`src/rtl/lseq_pkg.sv`:
```
package lseq_pkg;
   localparam int WORD_W    = 32;
   localparam int FLD_W     = 4;
   localparam int MODE_LSB  = 28;
   localparam int ESC_LSB   = 24;
   localparam int PKT_LSB   = 20;
   localparam int CLKEN_BIT = 4;
   localparam int DLANE_W   = 4;
   localparam int JPT_LSB   = 16;
   localparam int JTGT_LSB  = 20;
   localparam int N1_LSB    = 16;

   typedef enum logic [FLD_W-1:0] {
      LM_STOP = 4'd0, LM_HS = 4'd1, LM_ESC = 4'd2,
      LM_HSCX = 4'd3, LM_TURN = 4'd4, LM_NOP = 4'd5
   } lane_mode_e;

   typedef enum logic [FLD_W-1:0] {
      PK_PIXEL = 4'd0, PK_CMD = 4'd1
   } pkt_kind_e;

   typedef struct packed {
      logic [FLD_W-1:0]   mode;
      logic [FLD_W-1:0]   esc;
      logic [FLD_W-1:0]   pkt;
      logic               clk_en;
      logic [DLANE_W-1:0] dlane;
   } slot_t;

   function automatic logic [WORD_W-1:0] slot_to_word(slot_t s);
      logic [WORD_W-1:0] w;
      w = '0;
      w[MODE_LSB +: FLD_W] = s.mode;
      w[ESC_LSB  +: FLD_W] = s.esc;
      w[PKT_LSB  +: FLD_W] = s.pkt;
      w[CLKEN_BIT]         = s.clk_en;
      w[0 +: DLANE_W]      = s.dlane;
      return w;
   endfunction
endpackage

```
`src/rtl/lseq_cfg.sv`:
```
module lseq_cfg
   import lseq_pkg::*;
#(
   parameter int NUM_SLOTS = 16,
   parameter int ID_W      = 4,
   parameter int CNT_W     = 16,
   parameter int LOOP_W    = 12
) (
   input  logic                        clk,
   input  logic                        rst_n,
   input  logic                        we,
   input  logic [ID_W:0]               addr,
   input  logic [WORD_W-1:0]           wdata,
   input  logic                        running,
   output logic [WORD_W-1:0]           rdata,
   output slot_t [NUM_SLOTS-1:0]       slots,
   output logic [NUM_SLOTS*ID_W-1:0]   nxt_tab,
   output logic [ID_W-1:0]             jmp_point,
   output logic [ID_W-1:0]             jmp_target,
   output logic [CNT_W-1:0]            jmp_count,
   output logic                        start_req,
   output logic                        stop_req
);
   localparam int TAB_W      = NUM_SLOTS * ID_W;
   localparam int TAB_WORDS  = TAB_W / WORD_W;
   localparam int ADDR_TAB0  = 2;
   localparam int ADDR_JMP   = ADDR_TAB0 + TAB_WORDS;
   localparam int ADDR_LOOP0 = ADDR_JMP + 1;
   localparam int LOOP_REGS  = 2;

   logic [ID_W-1:0]   idx;
   logic              low_page;
   logic [WORD_W-1:0] tab_q  [TAB_WORDS];
   logic [LOOP_W-1:0] n0_q   [LOOP_REGS];
   logic [LOOP_W-1:0] n1_q   [LOOP_REGS];

   assign idx       = addr[ID_W-1:0];
   assign low_page  = ~addr[ID_W];
   assign start_req = we & low_page & (idx == '0) &  wdata[0];
   assign stop_req  = we & low_page & (idx == '0) & ~wdata[0];

   always_ff @(posedge clk or negedge rst_n) begin
      if (!rst_n) begin
         slots      <= '0;
         jmp_point  <= '0;
         jmp_target <= '0;
         jmp_count  <= '0;
         for (int t = 0; t < TAB_WORDS; t++) tab_q[t] <= '0;
         for (int r = 0; r < LOOP_REGS; r++) begin
            n0_q[r] <= '0;
            n1_q[r] <= '0;
         end
      end else if (we) begin
         if (addr[ID_W]) begin
            for (int s = 0; s < NUM_SLOTS; s++) begin
               if (idx == ID_W'(s)) begin
                  slots[s].mode   <= wdata[MODE_LSB +: FLD_W];
                  slots[s].esc    <= wdata[ESC_LSB  +: FLD_W];
                  slots[s].pkt    <= wdata[PKT_LSB  +: FLD_W];
                  slots[s].clk_en <= wdata[CLKEN_BIT];
                  slots[s].dlane  <= wdata[0 +: DLANE_W];
               end
            end
         end else begin
            for (int t = 0; t < TAB_WORDS; t++)
               if (idx == ID_W'(ADDR_TAB0 + t)) tab_q[t] <= wdata;
            if (idx == ID_W'(ADDR_JMP)) begin
               jmp_count  <= wdata[0 +: CNT_W];
               jmp_point  <= wdata[JPT_LSB  +: ID_W];
               jmp_target <= wdata[JTGT_LSB +: ID_W];
            end
            for (int r = 0; r < LOOP_REGS; r++) begin
               if (idx == ID_W'(ADDR_LOOP0 + r)) begin
                  n0_q[r] <= wdata[0 +: LOOP_W];
                  n1_q[r] <= wdata[N1_LSB +: LOOP_W];
               end
            end
         end
      end
   end

   always_comb begin
      for (int t = 0; t < TAB_WORDS; t++) nxt_tab[t*WORD_W +: WORD_W] = tab_q[t];
   end

   always_comb begin
      rdata = '0;
      if (addr[ID_W]) begin
         rdata = slot_to_word(slots[idx]);
      end else begin
         if (idx == '0) rdata[0] = running;
         for (int t = 0; t < TAB_WORDS; t++)
            if (idx == ID_W'(ADDR_TAB0 + t)) rdata = tab_q[t];
         if (idx == ID_W'(ADDR_JMP)) begin
            rdata[0 +: CNT_W]     = jmp_count;
            rdata[JPT_LSB +: ID_W]  = jmp_point;
            rdata[JTGT_LSB +: ID_W] = jmp_target;
         end
         for (int r = 0; r < LOOP_REGS; r++) begin
            if (idx == ID_W'(ADDR_LOOP0 + r)) begin
               rdata[0 +: LOOP_W]      = n0_q[r];
               rdata[N1_LSB +: LOOP_W] = n1_q[r];
            end
         end
      end
   end
endmodule

```
`src/rtl/lseq_walker.sv`:
```
module lseq_walker #(
   parameter int NUM_SLOTS = 16,
   parameter int ID_W      = 4,
   parameter int CNT_W     = 16
) (
   input  logic                      clk,
   input  logic                      rst_n,
   input  logic                      start_req,
   input  logic                      stop_req,
   input  logic [NUM_SLOTS-1:0]      slot_done,
   input  logic [NUM_SLOTS*ID_W-1:0] nxt_tab,
   input  logic [ID_W-1:0]           jmp_point,
   input  logic [ID_W-1:0]           jmp_target,
   input  logic [CNT_W-1:0]          jmp_count,
   output logic                      running,
   output logic [ID_W-1:0]           cur
);
   localparam logic [ID_W-1:0] END_ID = ID_W'(NUM_SLOTS - 1);

   logic [CNT_W-1:0] remain;
   logic             done_cur;
   logic             take_jump;
   logic [ID_W-1:0]  succ;
   logic [ID_W-1:0]  dest;

   assign done_cur  = slot_done[cur];
   assign succ      = nxt_tab[cur*ID_W +: ID_W];
   assign take_jump = (cur == jmp_point) && (remain != '0);
   assign dest      = take_jump ? jmp_target : succ;

   always_ff @(posedge clk or negedge rst_n) begin
      if (!rst_n) begin
         running <= 1'b0;
         cur     <= '0;
         remain  <= '0;
      end else if (!running) begin
         if (start_req) begin
            running <= 1'b1;
            cur     <= '0;
            remain  <= jmp_count;
         end
      end else if (stop_req) begin
         running <= 1'b0;
         cur     <= '0;
      end else if (done_cur) begin
         if (take_jump) remain <= remain - CNT_W'(1);
         if (dest == END_ID) begin
            running <= 1'b0;
            cur     <= '0;
         end else begin
            cur <= dest;
         end
      end
   end

   p_launch_slot0_r3: assert property (@(posedge clk) disable iff (!rst_n)
      (!running && start_req) |=> (running && cur == '0));
   p_hold_r5: assert property (@(posedge clk) disable iff (!rst_n)
      (running && !done_cur && !stop_req) |=> (running && $stable(cur)));
   p_never_end_r6: assert property (@(posedge clk) disable iff (!rst_n)
      running |-> (cur != END_ID));
   p_count_down_r7: assert property (@(posedge clk) disable iff (!rst_n)
      (running && $past(running)) |-> (remain <= $past(remain)));
   p_abort_r9: assert property (@(posedge clk) disable iff (!rst_n)
      (running && stop_req) |=> !running);
   p_restart_ignored_r10: assert property (@(posedge clk) disable iff (!rst_n)
      (running && start_req && !done_cur) |=> (running && $stable(cur)));
endmodule

```
`src/rtl/lseq_drive.sv`:
```
module lseq_drive
   import lseq_pkg::*;
#(
   parameter int NUM_SLOTS = 16,
   parameter int ID_W      = 4,
   parameter bit IDLE_PARK = 1'b0
) (
   input  slot_t [NUM_SLOTS-1:0] slots,
   input  logic                  running,
   input  logic [ID_W-1:0]       cur,
   output logic [FLD_W-1:0]      lane_mode,
   output logic [FLD_W-1:0]      esc_code,
   output logic [FLD_W-1:0]      pkt_kind,
   output logic                  clk_lane_en,
   output logic [DLANE_W-1:0]    data_lane_en
);
   slot_t act;

   generate
      if (IDLE_PARK) begin : g_park
         assign act = running ? slots[cur] : slots[0];
      end else begin : g_quiet
         assign act = running ? slots[cur] : '0;
      end
   endgenerate

   assign lane_mode    = act.mode;
   assign esc_code     = act.esc;
   assign pkt_kind     = act.pkt;
   assign clk_lane_en  = act.clk_en;
   assign data_lane_en = act.dlane;
endmodule

```
`src/rtl/lane_instr_seq.sv`:
```
module lane_instr_seq
   import lseq_pkg::*;
#(
   parameter int NUM_SLOTS = 16,
   parameter int CNT_W     = 16,
   parameter int LOOP_W    = 12,
   parameter bit IDLE_PARK = 1'b0,
   localparam int ID_W     = $clog2(NUM_SLOTS)
) (
   input  logic                 clk,
   input  logic                 rst_n,
   input  logic                 cfg_we,
   input  logic [ID_W:0]        cfg_addr,
   input  logic [WORD_W-1:0]    cfg_wdata,
   output logic [WORD_W-1:0]    cfg_rdata,
   input  logic [NUM_SLOTS-1:0] slot_done,
   output logic                 seq_busy,
   output logic [ID_W-1:0]      cur_slot,
   output logic [FLD_W-1:0]     lane_mode,
   output logic [FLD_W-1:0]     esc_code,
   output logic [FLD_W-1:0]     pkt_kind,
   output logic                 clk_lane_en,
   output logic [DLANE_W-1:0]   data_lane_en
);
   generate
      if (NUM_SLOTS != 16) begin : g_bad_slots
         $error("NUM_SLOTS must be 16: slot IDs are 4-bit fields");
      end
      if (CNT_W < 1 || CNT_W > JPT_LSB) begin : g_bad_cnt
         $error("CNT_W must fit below the jump point field");
      end
      if (LOOP_W < 1 || LOOP_W > N1_LSB) begin : g_bad_loop
         $error("LOOP_W must fit below the N1 field");
      end
   endgenerate

   slot_t [NUM_SLOTS-1:0]      slots;
   logic [NUM_SLOTS*ID_W-1:0]  nxt_tab;
   logic [ID_W-1:0]            jmp_point, jmp_target;
   logic [CNT_W-1:0]           jmp_count;
   logic                       start_req, stop_req;

   lseq_cfg #(.NUM_SLOTS(NUM_SLOTS), .ID_W(ID_W), .CNT_W(CNT_W), .LOOP_W(LOOP_W)) u_cfg (
      .clk(clk), .rst_n(rst_n), .we(cfg_we), .addr(cfg_addr), .wdata(cfg_wdata),
      .running(seq_busy), .rdata(cfg_rdata), .slots(slots), .nxt_tab(nxt_tab),
      .jmp_point(jmp_point), .jmp_target(jmp_target), .jmp_count(jmp_count),
      .start_req(start_req), .stop_req(stop_req)
   );

   lseq_walker #(.NUM_SLOTS(NUM_SLOTS), .ID_W(ID_W), .CNT_W(CNT_W)) u_walk (
      .clk(clk), .rst_n(rst_n), .start_req(start_req), .stop_req(stop_req),
      .slot_done(slot_done), .nxt_tab(nxt_tab), .jmp_point(jmp_point),
      .jmp_target(jmp_target), .jmp_count(jmp_count),
      .running(seq_busy), .cur(cur_slot)
   );

   lseq_drive #(.NUM_SLOTS(NUM_SLOTS), .ID_W(ID_W), .IDLE_PARK(IDLE_PARK)) u_drive (
      .slots(slots), .running(seq_busy), .cur(cur_slot),
      .lane_mode(lane_mode), .esc_code(esc_code), .pkt_kind(pkt_kind),
      .clk_lane_en(clk_lane_en), .data_lane_en(data_lane_en)
   );
endmodule

```
`config.mk`:
```
export PLATFORM = sky130hd
export DESIGN_NAME = lane_instr_seq
export DESIGN_NICKNAME = d
export VERILOG_FILES = /design/src/rtl/lseq_pkg.sv /design/src/rtl/lseq_cfg.sv /design/src/rtl/lseq_walker.sv /design/src/rtl/lseq_drive.sv /design/src/rtl/lane_instr_seq.sv
export SDC_FILE = /design/constraint.sdc
export NUM_CORES = 1
export LEC_CHECK = 0
export BUFFER_PORTS_ARGS = -buffer_cell sky130_fd_sc_hd__clkbuf_2
export CAP_MARGIN = 10
export CORE_ASPECT_RATIO = 0.75
export CORE_MARGIN = 1
export CORE_UTILIZATION = 67
export DETAILED_ROUTE_END_ITERATION = 7
export PLACE_DENSITY_LB_ADDON = 0.3
export SYNTH_ARGS = -nofsm -noshare
export SYNTH_HDL_FRONTEND = slang
export SYNTH_HIERARCHICAL = 1
export SYNTH_SLANG_ARGS = --single-unit
```
`constraint.sdc`:
```
create_clock -name clk -period 6.68 [get_ports clk]
set_clock_uncertainty 0.15 [all_clocks]
set_input_delay 0 -clock clk [delete_from_list [all_inputs] [get_ports clk]]
set_output_delay 0 -clock clk [all_outputs]
set_load 0.005 [all_outputs]
```
==> out/metrics.yaml <==
floorplanning:
  fp-row-count: 59
  start_util_pct: 68.1
  fp.coreArea_um2: 34600
  die_w_um: 219
  io_pins: 110
  fp.dieArea_um2: 35900
  die_h_um: 164
synth:
  ys_types: 84
  synth_simple_gate_area_share_pct: 6.45
  synth_fp_nets: 1841
  syn_inst: 1784
  synthFlopType: "dfrtp_1"
  synth.area.top_cells: "dfrtp_1 (46%), mux2_2 (16%), mux4_2 (7.8%)"
  yosysSeqAreaShare_pct: 45.6
  synth_compound_area_share_pct: 8.29
  synth-seq-cells: 429
  avgSynthCellArea_um2: 13.2
  synth.top_cell.area_share_pct: 45.6
  synth_top_family_by_area: "multiplexers"
  synthMuxAreaShare_pct: 35.1
  synth_area_um2: 23600
  async_reset_ff_share_pct: 100
  synth_top_cell_by_area: "dfrtp_1"
  synth_edf_count: 0
  ys_warn_count: 6
  synthXorXnorAreaFrac_pct: 0.149
  synthAdderAreaFrac_pct: 0.0531
status:
  status: "finished with violations"
  violations: "hold timing"
timing:
  timing.final.crit_share_pct: 54.9
  fmax_ghz: 0.273
  hold_viol_final: 26
  finalSetupViolations: 0
  rsz0062_at_grt: "no"
  timing.slew.headroom_pct: 5.99
  worst_slack_ps: 3010
  period_minus_slack_ps: 3670
  tightestPinTransition_ps: 1400
  slew_viol_final: 0
  finalSetupTns_ps: 0
  holdWs_ps: -40.7
power:
  peakVddDrop_v: 0.000261
  fin_total_pwr_mw: 8.98
  p_leak_nw: 11.2
  power_density_nw_per_um2: 347
global_routing:
  grt_pass1_wl_um: 105000
  grt.overflow.total: 0
  grt_use_total_pct: 39.6
  antenna_found_initial: 4
  grt_pass1_vias: 17100
  grt_start_max_net_pins: 125
finish:
  final_layout_size_suffix_gt1_share_pct: 36.0
  stdcell_area_um2: 25900
  final_common_cell: "dfrtp_1"
  final_nets: 1898
  final_cell_mix: "dfrtp_1 (427), mux2_2 (330), mux2i_1 (130)"
  final_core_util_pct: 74.8
  final_cells: 2331
  area_growth_pct: 9.96
drt:
  vias: 16700
  drtAntennaViolNets: 0
  vias_per_cell: 7.18
  dr.pass1.iters: 6
  drc: 0
  wire_per_inst_um: 29.5
  drtIter0Drc: 2286
  wirelength_um: 68900
setup_path:
  critPathCaptureType: "primary output"
  cp.required_ps: 6530
  ff2ff_path_depth: 7
  worstPathMaxFanout: 27
  path_class: "reg2out"
  cp.arrival_ps: 3520
  worst_setup_path_start_kind: "flop"
cts:
  clk_latency_ps: 560
  cts_tree: "built"
  numCtsBuffers: 42
  cts_sinks: 429
  cts_buffer_depth: 3
  cts-htree-levels: 2
  clk_pin_slew_ps: 60
  root_buffer: "clkbuf_16"
  post_cts_buffers: 0
min_path:
  hold_path.class: "in2async"
placement:
  place.gp.congestion: 0.958
  dpl_cell_area_um2: 24000
  port_buffers: 109
  pre_cts_ws_ps: 3280
  post-dp-hpwl_um: 42400
  dp.cells: 2221
flow_run:
  drv_cap: 0
==> critical path: stages, from the launching register on <==
cell,delay [ps]
dfrtp_2,650
buf_4,550
and2_1,1000
a22oi_1,250
nand2_1,140
o21ai_1,130
clkbuf_2,200
==> synth_stat cells (all sizes together), types with 18 or more instances <==
master    n
mux4     99
clkbuf   56
mux2    414
a21oi    44
nand3    40
mux2i   130
nor2b    26
a211oi   18
o21ai    49
a22oi    72
nor2     33
dfrtp   429
nand2b   23
buf     106
nand2    86
==> power by group <==
group	switching, mW	leakage, nW	total [mW]	internal, mW
registers	0.542	5.47	3.69	3.14
clock network	1.05	0.771	2.70	1.65
logic	1.34	4.92	2.59	1.26
==> cell families after synthesis <==
| kind of cell | count (synthesis) |
|---|---|
| AOI/OAI and AO/OA | 281 |
| muxes | 643 |
| adders and majority gates | 1 |
| DFF | 429 |
| and+or+nand+nor | 255 |
| xor gates and xnor gates | 4 |
| buffers and inverters | 171 |
==> metal layers <==
metal  wire, um  up-vias  track usage [%]
li1           -     6867                -
met5         25        -                0
met2      30500     1084             58.3
met4       2490        4             14.4
met3       8720      201             11.8
met1      27200     8574             56.2
==> final cells by class <==
cell class	count	area (um2)
multi-input cells	1184	11800
diodes	1	2.50
clock inverters	18	322
inverters	9	33.8
well taps	457	572
repair buffers	175	1180
clock buffers	58	1240
flip-flops and latches	429	10700
fillers	2192	8710
==> worst paths after layout <==
kind	slack, ps	end	from
min	-40	u_cfg/nxt_tab[44]$_DFFE_PN0P_	rst_n
min reg2reg	350	u_cfg/n0_q[21]$_DFFE_PN0P_	u_cfg/n0_q[21]$_DFFE_PN0P_
max reg2reg	3270	u_walk/cur[0]$_DFFE_PN0P_	u_walk/cur[0]$_DFFE_PN0P_
max	3010	pkt_kind[2]	u_walk/cur[2]$_DFFE_PN0P_
max in group asynchronous	4810	u_cfg/slots[216]$_DFFE_PN0P_	rst_n
min in group clk	100	u_cfg/nxt_tab[12]$_DFFE_PN0P_	cfg_wdata[12]
==> flip-flops by register name, indices dropped and copies added, names as in the netlist <==
signal            cells
u_cfg/jmp_target      4
u_walk/remain        16
u_cfg/n1_q           24
u_cfg/jmp_point       4
u_cfg/nxt_tab        64
u_cfg/n0_q           24
u_cfg/slots         272
u_walk/cur            4
u_cfg/jmp_count      16
u_walk/running        1
==> repair_timing <==
| action | 4_1_cts | 5_1_grt |
|---|---|---|
| hold buffers | 33 | 0 |
| endpoints found under the hold margin | 523 | 0 |
| resized for setup | 0 | 0 |
No activity file was read; power rests on OpenSTA's default activity.
